$ cat config.mk
export PLATFORM = sky130hd
export DESIGN_NAME = vic_ctrl
export DESIGN_NICKNAME = d
export VERILOG_FILES = /design/src/rtl/vic_pkg.sv /design/src/rtl/vic_prio_pick.sv /design/src/rtl/vic_req_latch.sv /design/src/rtl/vic_isr_track.sv /design/src/rtl/vic_ctrl.sv
export SDC_FILE = /design/constraint.sdc
export NUM_CORES = 1
export LEC_CHECK = 0
export ABC_AREA = 1
export BUFFER_PORTS_ARGS = -buffer_cell sky130_fd_sc_hd__clkbuf_2
export CORE_ASPECT_RATIO = 1.5
export CORE_UTILIZATION = 25
export CTS_BUF_LIST = sky130_fd_sc_hd__clkbuf_4 sky130_fd_sc_hd__clkbuf_8 sky130_fd_sc_hd__clkbuf_16
export CTS_CLUSTER_SIZE = 25
export DETAILED_ROUTE_END_ITERATION = 7
export GPL_ROUTABILITY_DRIVEN = 0
export SLEW_MARGIN = 25
export SYNTH_ARGS = -nofsm -noshare
export SYNTH_HDL_FRONTEND = slang
export SYNTH_SLANG_ARGS = --single-unit
$ cat constraint.sdc
create_clock -name clk -period 5 [get_ports clk]
set_input_delay 0.25 -clock clk [delete_from_list [all_inputs] [get_ports clk]]
set_output_delay 0.25 -clock clk [all_outputs]
set_load 0.005 [all_outputs]
$ cat src/rtl/vic_pkg.sv
package vic_pkg;
  localparam int unsigned VIC_LINES     = 8;
  localparam int unsigned VIC_BASE_W    = 5;
  localparam int unsigned VIC_CASC_LINE = 2;
endpackage

$ cat src/rtl/vic_prio_pick.sv
module vic_prio_pick #(
  parameter int unsigned N = 8
) (
  input  logic [N-1:0] req,
  output logic [N-1:0] grant,
  output logic         any
);
  for (genvar g = 0; g < N; g++) begin : g_grant
    if (g == 0) begin : g_top
      assign grant[g] = req[g];
    end else begin : g_rest
      assign grant[g] = req[g] & ~(|req[g-1:0]);
    end
  end

  assign any = |req;
endmodule

$ cat src/rtl/vic_req_latch.sv
module vic_req_latch #(
  parameter int unsigned N = 8
) (
  input  logic         clk,
  input  logic         rst_n,
  input  logic [N-1:0] lines,
  input  logic [N-1:0] clr,
  output logic [N-1:0] pend,
  output logic [N-1:0] pend_nxt
);
  logic [N-1:0] line_q;
  logic [N-1:0] rise;

  assign rise     = lines & ~line_q;
  assign pend_nxt = (pend & ~clr) | rise;

  always_ff @(posedge clk or negedge rst_n) begin
    if (!rst_n) begin
      line_q <= '0;
      pend   <= '0;
    end else begin
      line_q <= lines;
      pend   <= pend_nxt;
    end
  end

  p_clr_single_r5: assert property (@(posedge clk) disable iff (!rst_n)
    $onehot0(clr));

  p_clr_hits_pend_r5: assert property (@(posedge clk) disable iff (!rst_n)
    (|clr) |-> ((clr & pend) == clr));

  p_no_level_set_r2: assert property (@(posedge clk) disable iff (!rst_n)
    1'b1 |=> ((pend & ~$past(pend) & ~$past(rise)) == '0));
endmodule

$ cat src/rtl/vic_isr_track.sv
module vic_isr_track #(
  parameter int unsigned N = 8
) (
  input  logic         clk,
  input  logic         rst_n,
  input  logic [N-1:0] set_oh,
  input  logic         eoi,
  output logic [N-1:0] isr,
  output logic [N-1:0] mask,
  output logic [N-1:0] mask_nxt
);
  localparam logic [N-1:0] ONE = {{(N-1){1'b0}}, 1'b1};

  logic [N-1:0] top_cur;
  logic [N-1:0] top_nxt;
  logic         any_cur;
  logic         any_nxt;
  logic [N-1:0] isr_nxt;

  vic_prio_pick #(.N(N)) u_pick_cur (.req(isr),     .grant(top_cur), .any(any_cur));
  vic_prio_pick #(.N(N)) u_pick_nxt (.req(isr_nxt), .grant(top_nxt), .any(any_nxt));

  assign isr_nxt  = (isr & ~(eoi ? top_cur : '0)) | set_oh;
  assign mask     = any_cur ? (top_cur - ONE) : '1;
  assign mask_nxt = any_nxt ? (top_nxt - ONE) : '1;

  always_ff @(posedge clk or negedge rst_n) begin
    if (!rst_n) isr <= '0;
    else        isr <= isr_nxt;
  end

  p_eoi_drops_one_r7: assert property (@(posedge clk) disable iff (!rst_n)
    (eoi && (|isr) && !(|set_oh)) |=> ($countones(isr) == $past($countones(isr)) - 1));

  p_set_outranks_r6: assert property (@(posedge clk) disable iff (!rst_n)
    (|set_oh) |-> ((set_oh & isr) == '0));
endmodule

$ cat src/rtl/vic_ctrl.sv
module vic_ctrl #(
  parameter int unsigned LINES     = vic_pkg::VIC_LINES,
  parameter int unsigned BASE_W    = vic_pkg::VIC_BASE_W,
  parameter int unsigned CASC_LINE = vic_pkg::VIC_CASC_LINE,
  localparam int unsigned IW       = $clog2(LINES),
  localparam int unsigned VW       = BASE_W + IW
) (
  input  logic              clk,
  input  logic              rst_n,
  input  logic [LINES-1:0]  irq_in,
  input  logic [BASE_W-1:0] vec_base,
  input  logic              casc_master,
  input  logic              ack,
  input  logic              eoi,
  output logic              int_out,
  output logic              vec_valid,
  output logic [VW-1:0]     vec_data,
  output logic              slave_sel
);
  logic [LINES-1:0] pend, pend_nxt;
  logic [LINES-1:0] isr, mask, mask_nxt;
  logic [LINES-1:0] allowed, grant_oh, clr;
  logic             grant_any, take, casc_win;
  logic [IW-1:0]    grant_idx;

  vic_req_latch #(.N(LINES)) u_latch (
    .clk(clk), .rst_n(rst_n), .lines(irq_in), .clr(clr),
    .pend(pend), .pend_nxt(pend_nxt)
  );

  vic_isr_track #(.N(LINES)) u_isr (
    .clk(clk), .rst_n(rst_n), .set_oh(clr), .eoi(eoi),
    .isr(isr), .mask(mask), .mask_nxt(mask_nxt)
  );

  assign allowed = pend & mask;

  vic_prio_pick #(.N(LINES)) u_pick (.req(allowed), .grant(grant_oh), .any(grant_any));

  always_comb begin
    grant_idx = '0;
    for (int i = 0; i < LINES; i++) begin
      if (grant_oh[i]) grant_idx = IW'(i);
    end
  end

  assign take      = ack & grant_any;
  assign casc_win  = casc_master & grant_oh[CASC_LINE];
  assign slave_sel = take & casc_win;
  assign clr       = take ? grant_oh : '0;

  always_ff @(posedge clk or negedge rst_n) begin
    if (!rst_n) begin
      int_out   <= 1'b0;
      vec_valid <= 1'b0;
      vec_data  <= '0;
    end else begin
      int_out   <= |(pend_nxt & mask_nxt);
      vec_valid <= take & ~casc_win;
      if (take & ~casc_win) vec_data <= {vec_base, grant_idx};
    end
  end

  p_vec_after_ack_r4: assert property (@(posedge clk) disable iff (!rst_n)
    vec_valid |-> $past(ack));

  p_vec_base_r4: assert property (@(posedge clk) disable iff (!rst_n)
    vec_valid |-> (vec_data[VW-1:IW] == $past(vec_base)));

  p_casc_silent_r8: assert property (@(posedge clk) disable iff (!rst_n)
    slave_sel |=> !vec_valid);

  p_sel_needs_mode_r9: assert property (@(posedge clk) disable iff (!rst_n)
    slave_sel |-> casc_master);
endmodule

Word-level counts from Yosys, hierarchy flattened. Cells that the tools add are included.

Add/subtract/negate cells: 2. Mux-type cells: 11. Bitwise gates (word level): 57. Reduce and logical (&&, ||, !) cells: 22.

Operators with widths (number): $and A8 B8 Y8 (5); $mux W8 (4); $reduce_or A8 Y1 (4); $and A1 B1 Y1 (25); $not A8 Y8 (3); $not A1 Y1 (22); $reduce_or A7 Y1 (3); $reduce_or A6 Y1 (3); $or A8 B8 Y8 (2); $sub A8 B1 Y8 const B (2); $mux W3 (5); $reduce_or A5 Y1 (3); $reduce_or A4 Y1 (3); $reduce_or A3 Y1 (3); $reduce_or A2 Y1 (3); $mux W2 (1); $mux W1 (1).

Bits in registers: 34. Output and inout bits: 11. Word-level logic and storage cells: 98.

Longest topological paths before layout.
Depth in word-level cells: 18. Mapped depth: 14. Depth with buffers taken out: 14.

Cells and area by module. A second synthesis with hierarchy kept.

Cell total of the unflattened synthesis: 317. Area, all modules: 2125.8 µm².

By module, submodules not included: vic_isr_track (times used 1, cells an instance 105, area each 690.7 µm², seq. area each 200.2 µm²); vic_ctrl (times used 1, cells an instance 87, area each 573.0 µm², seq. area each 250.2 µm²); vic_req_latch (times used 1, cells an instance 56, area each 550.5 µm², seq. area each 400.4 µm²); vic_prio_pick (times used 3, cells an instance 23, area each 103.8 µm², seq. area each 0.0 µm²).

Worst setup path before layout. Ideal clock, no wire load.

Path kind: register -> register. Start point: register u_isr.isr[0]. End point: register vec_data[2]. Arrival: 1.520 ns. Required time: 4.881 ns. Setup slack: 3.361 ns. Cell stages (with the launch flop): 11. Path buffers: 1. Period minus slack after synthesis: 1.639 ns. Cells stage by stage: dfrtp_1 -> inv_1 -> nand2_2 -> o21ai_4 -> nor2_8 -> nand2_4 -> nand2_4 -> a21oi_4 -> buf_6 -> nand4_2 -> o21a_1.

Longest elaborated chain between the ends: 13. Elaborated cells on any way between the ends: 48. Classes of those cells: add/sub: 1; mux: 5; bitwise: 29; reduce/logical: 13.

RTL lines: start: declaration (RTL line vic_isr_track.sv:8) `output logic [N-1:0] isr,`; start signal: assignment (RTL line vic_isr_track.sv:29) `else isr <= isr_nxt;`; $reduce_or A3 Y1 or $reduce_or A2 Y1 (tied branches) (RTL line vic_prio_pick.sv:12) `assign grant[g] = req[g] & ~(|req[g-1:0]);`; $not A1 Y1 (RTL line vic_prio_pick.sv:12); $and A1 B1 Y1 (RTL line vic_prio_pick.sv:12); $sub A8 B1 Y8 (RTL line vic_isr_track.sv:24) `assign mask = any_cur ? (top_cur - ONE) : '1;`; $mux W8 * (RTL line vic_isr_track.sv:24); $and A8 B8 Y8 * (RTL line vic_ctrl.sv:36) `assign allowed = pend & mask;`; $reduce_or A4 Y1 (RTL line vic_prio_pick.sv:12); $not A1 Y1 (RTL line vic_prio_pick.sv:12); $and A1 B1 Y1 (RTL line vic_prio_pick.sv:12); $mux W3 (4 in a row) (RTL line vic_ctrl.sv:43) `if (grant_oh[i]) grant_idx = IW'(i);`; end signal: assignment (RTL line vic_ctrl.sv:60) `if (take & ~casc_win) vec_data <= {vec_base, grant_idx};`; end: declaration (RTL line vic_ctrl.sv:17) `output logic [VW-1:0] vec_data,`.

Every way passes the cells marked *; elsewhere a longest branch is shown, timed or not. A chain may end at the register's enable or synchronous reset.

Worst setup path after layout.
Start point: register u_isr.isr[0]. End point: output port slave_sel.

Longest elaborated chain between the ends: 10. Elaborated cells on any way between the ends: 31. Classes of those cells: add/sub: 1; mux: 1; bitwise: 20; reduce/logical: 9.

RTL lines: parallel branches: the longest is 3 deep, another holds $sub A8 B1 Y8; $mux W8 * (RTL line vic_isr_track.sv:24); $and A8 B8 Y8 * (RTL line vic_ctrl.sv:36); $reduce_or A2 Y1 (RTL line vic_prio_pick.sv:12); $not A1 Y1 (RTL line vic_prio_pick.sv:12); $and A1 B1 Y1 (RTL line vic_prio_pick.sv:12); $and A1 B1 Y1 (RTL line vic_ctrl.sv:48) `assign casc_win = casc_master & grant_oh[CASC_LINE];`; $and A1 B1 Y1 * (RTL line vic_ctrl.sv:49) `assign slave_sel = take & casc_win;`; end: declaration (RTL line vic_ctrl.sv:18) `output logic slave_sel`.

Every way passes the cells marked *.

==> results by group <==
STA
  – Final worst path period share: 0.395
  – Setup Skew: 0.00218 ns
  – Final TNS setup: 0 ns
  – Worst setup margin: 3.03 ns
  – Crit path time final: 1.97 ns
  – Final Slew Violations: 0
  – Final hold violations: 0
  – Max Clk Rate: 0.506 GHz
  – RSZ-0062 raised after global routing: no
  – Slew HR: 0.429
  – Setup violators final: 0
  – Worst-Margin Slew: 0.857 ns

Final layout
  – Final layout net count: 242
  – Storage element area: 851 sq um
  – Layout cells sized above 1: 0.298
  – Fillers: 695
  – Post-route insts no fill: around 300
  – Area grow syn2layout: 18.6%
  – Area of the multi-input gates: 742 sq um
  – Final design utilization: 0.311
  – Antenna diodes: 0

Clock network
  – Clock-pin slew on the worst setup and hold paths: 0.07 ns
  – Cts repair resizes: 0
  – Clk root buf: clkbuf_8
  – CTS tree: done
  – H-tree Lvls: 2
  – Buffer count from post-CTS setup fixing: 0
  – Clock latency on the worst-skew pair: between 0.2 and 0.3 ns
  – Total CTS buffers: 5
  – Max clock buf depth: 2
  – Cts hold-fix bufs: 0
  – Clock sink count: 34

Logic synthesis
  – Mean Syn Cell Area: 9.09 sq um
  – Warnings, synthesis: 0
  – Share of the synthesized area in the top cell type: 0.490
  – Most common library cells after synthesis: nand2_1 (40), dfrtp_1 (34), inv_1 (31)
  – Post-synthesis sequential area ratio: 0.490
  – Cell variety after synth: 30
  – Mapped Area: 1740 sq um
  – Most used flip-flop cell after synthesis: dfrtp_1
  – Largest area contributor in the synthesized netlist: dfrtp_1
  – Number of synthesized flops with an enable pin: 0
  – Most frequent cell after synthesis: nand2_1
  – Yosys reg bits: 34
  – Async SR Flop Fraction: 1.00
  – Synthesized Nets: 209
  – Largest cells by area after synthesis: dfrtp_1 (49%), nand2_1 (8.7%), inv_1 (6.7%)
  – Syn Inst Count: roughly 190

Setup path
  – Startpoint types: flip-flop
  – Reg2reg setup slack: 3.08 ns
  – Critical path class: reg2out
  – Crit end category: output port
  – Max FO, Critical Path: 6
  – Crit-path cells: nor2_4 > nand2_2 > nor2_2 > nand2_1 > nand2_1 > nor2_2 > nand2_4 > nand2_4 > nor2_1 > clkbuf_2
  – Critical Path Max Stage Delay: 0.44 ns
  – Start point of the critical path: u_isr.isr[0]$_DFF_PN0_
  – Crit Reg-Reg Endpoint: vec_data[6]$_DFFE_PN0P_
  – WP data required: approximately 4.8 ns
  – Reg-to-reg startpoint: u_isr.isr[0]$_DFF_PN0_
  – Crit path capture: slave_sel
  – R2R cell count: 12
  – Critical-path top delay cell: dfrtp_1
  – Critical Path AT: 1.72 ns

Floorplanning
  – IO Count: 29
  – Die Wd: 70.0 um
  – Total core area: 6620 sq um
  – Die area: between 7000 and 8000 sq um
  – Starting density of the core: 0.262
  – Row count: 36
  – Die Span Y: ~100 um

Global route
  – Overflow after GRT: 0
  – Overall global routing resource usage: 0.102
  – Vias in the first global route: roughly 1300
  – Initial antenna violation count: 0
  – First-pass GRT wire length: 5820 um
  – Pin count of the biggest net entering global routing: 35

Power
  – Lkg Pwr: 1.07 nW
  – Maximum VDD drop: between 0.15 and 0.2 mV
  – Total power: between 1 and 1.5 mW
  – Power per cell area: 623 nW/um^2

Min path
  – Worst min-delay path class: in2async

Route
  – Wire length per cell: 11.2 um
  – Top Layer Used: met4
  – DR WL met3: 158 um
  – Vias/cell: 4.32
  – Met1 WL: 1440 um
  – Vias: 1299
  – Post-route DRC violation count: 0
  – DR WL met2: between 1500 and 2000 um
  – Antenna viol nets, final: 0
  – Routed WL: 3380 um
  – Pre-antenna DRT Iters: 4
  – Initial DRC count: 18

Run
  – Max-Cap Viols: 0

Placement
  – HPWL after DPL: 2680 um
  – DP Cell Count: 293
  – I/O Buffers: 28
  – Setup WS pre-CTS: approximately 3 ns

Status
  – Outcome: completed
==> through the flow <==
step           instance area [sq um]  hold slack [ns]
2_1_floorplan                   1740          -0.0456
3_3_place_gp                    1950            0.375
3_5_place_dp                    1950            0.376
4_1_cts                         2060           0.0727
5_1_grt                         2060           0.0731
6_report                        2060           0.0604
==> worst min-delay path by stage <==
| stage | start | endpoint | depth (start not counted) |
|---|---|---|---|
| 6_report | rst_n | vec_data[2]$_DFFE_PN0P_ | 1 |
| 3_5_place_dp | irq_in[0] | u_latch.line_q[0]$_DFF_PN0_ | 1 |
| 2_1_floorplan | rst_n | int_out$_DFF_PN0_ | 0 |
| 4_1_cts | irq_in[4] | u_latch.line_q[4]$_DFF_PN0_ | 1 |
| 3_3_place_gp | irq_in[5] | u_latch.line_q[5]$_DFF_PN0_ | 1 |
| 5_1_grt | irq_in[6] | u_latch.line_q[6]$_DFF_PN0_ | 1 |
==> critical path: cells and delay by family (launching register included) <==
kind,cells,cell delay (ns)
buffers and inverters,1,0.12
AND/OR/NAND/NOR,9,0.88
flip-flops,1,0.44
==> routing by layer <==
metal	GRT usage	vias to the layer above
met2	0.174	30
met5	0	-
met1	0.118	583
met3	0.0262	6
li1	-	680
met4	0.0471	0
==> cells in the final DEF (no fill, tap or decap), types with 4 or more instances in the layout <==
cell,synthesis,routed
clkbuf_8,0,8
inv_1,31,31
nand4_1,4,4
nand2_1,40,40
nand3_2,6,6
nor2_2,5,5
nand2_2,5,5
nor2_1,18,18
nand3_1,9,9
clkbuf_2,0,28
o21ai_0,4,4
dfrtp_1,34,34
==> cell families (layout without fill, tap and decap cells) <==
kind of cell           Yosys count  in the layout  synth area share
DFF                             34             34             0.490
and+or+nand+nor                101            101             0.335
AOI/OAI and AO/OA               22             22            0.0930
buffers and inverters           34             68            0.0822
==> sequential cells by signal (all words and copies together) (netlist names) <==
name            flops
u_latch.pend        8
vec_valid           1
u_latch.line_q      8
u_isr.isr           8
int_out             1
vec_data            8
==> cell type report <==
type	instances	area share
clock buffers	8	0.0535
inverters	32	0.0584
multi-input cells	123	0.360
flip-flops and latches	34	0.413
well taps	76	0.0462
repair buffers	28	0.0681
==> power by group <==
part	switching (mW)	internal, mW	leakage, nW
combinational	0.391	0.227	0.618
sequential	0.0605	0.366	0.394
clock	0.0988	0.139	0.0575
Power figures use the tool's default switching activity.
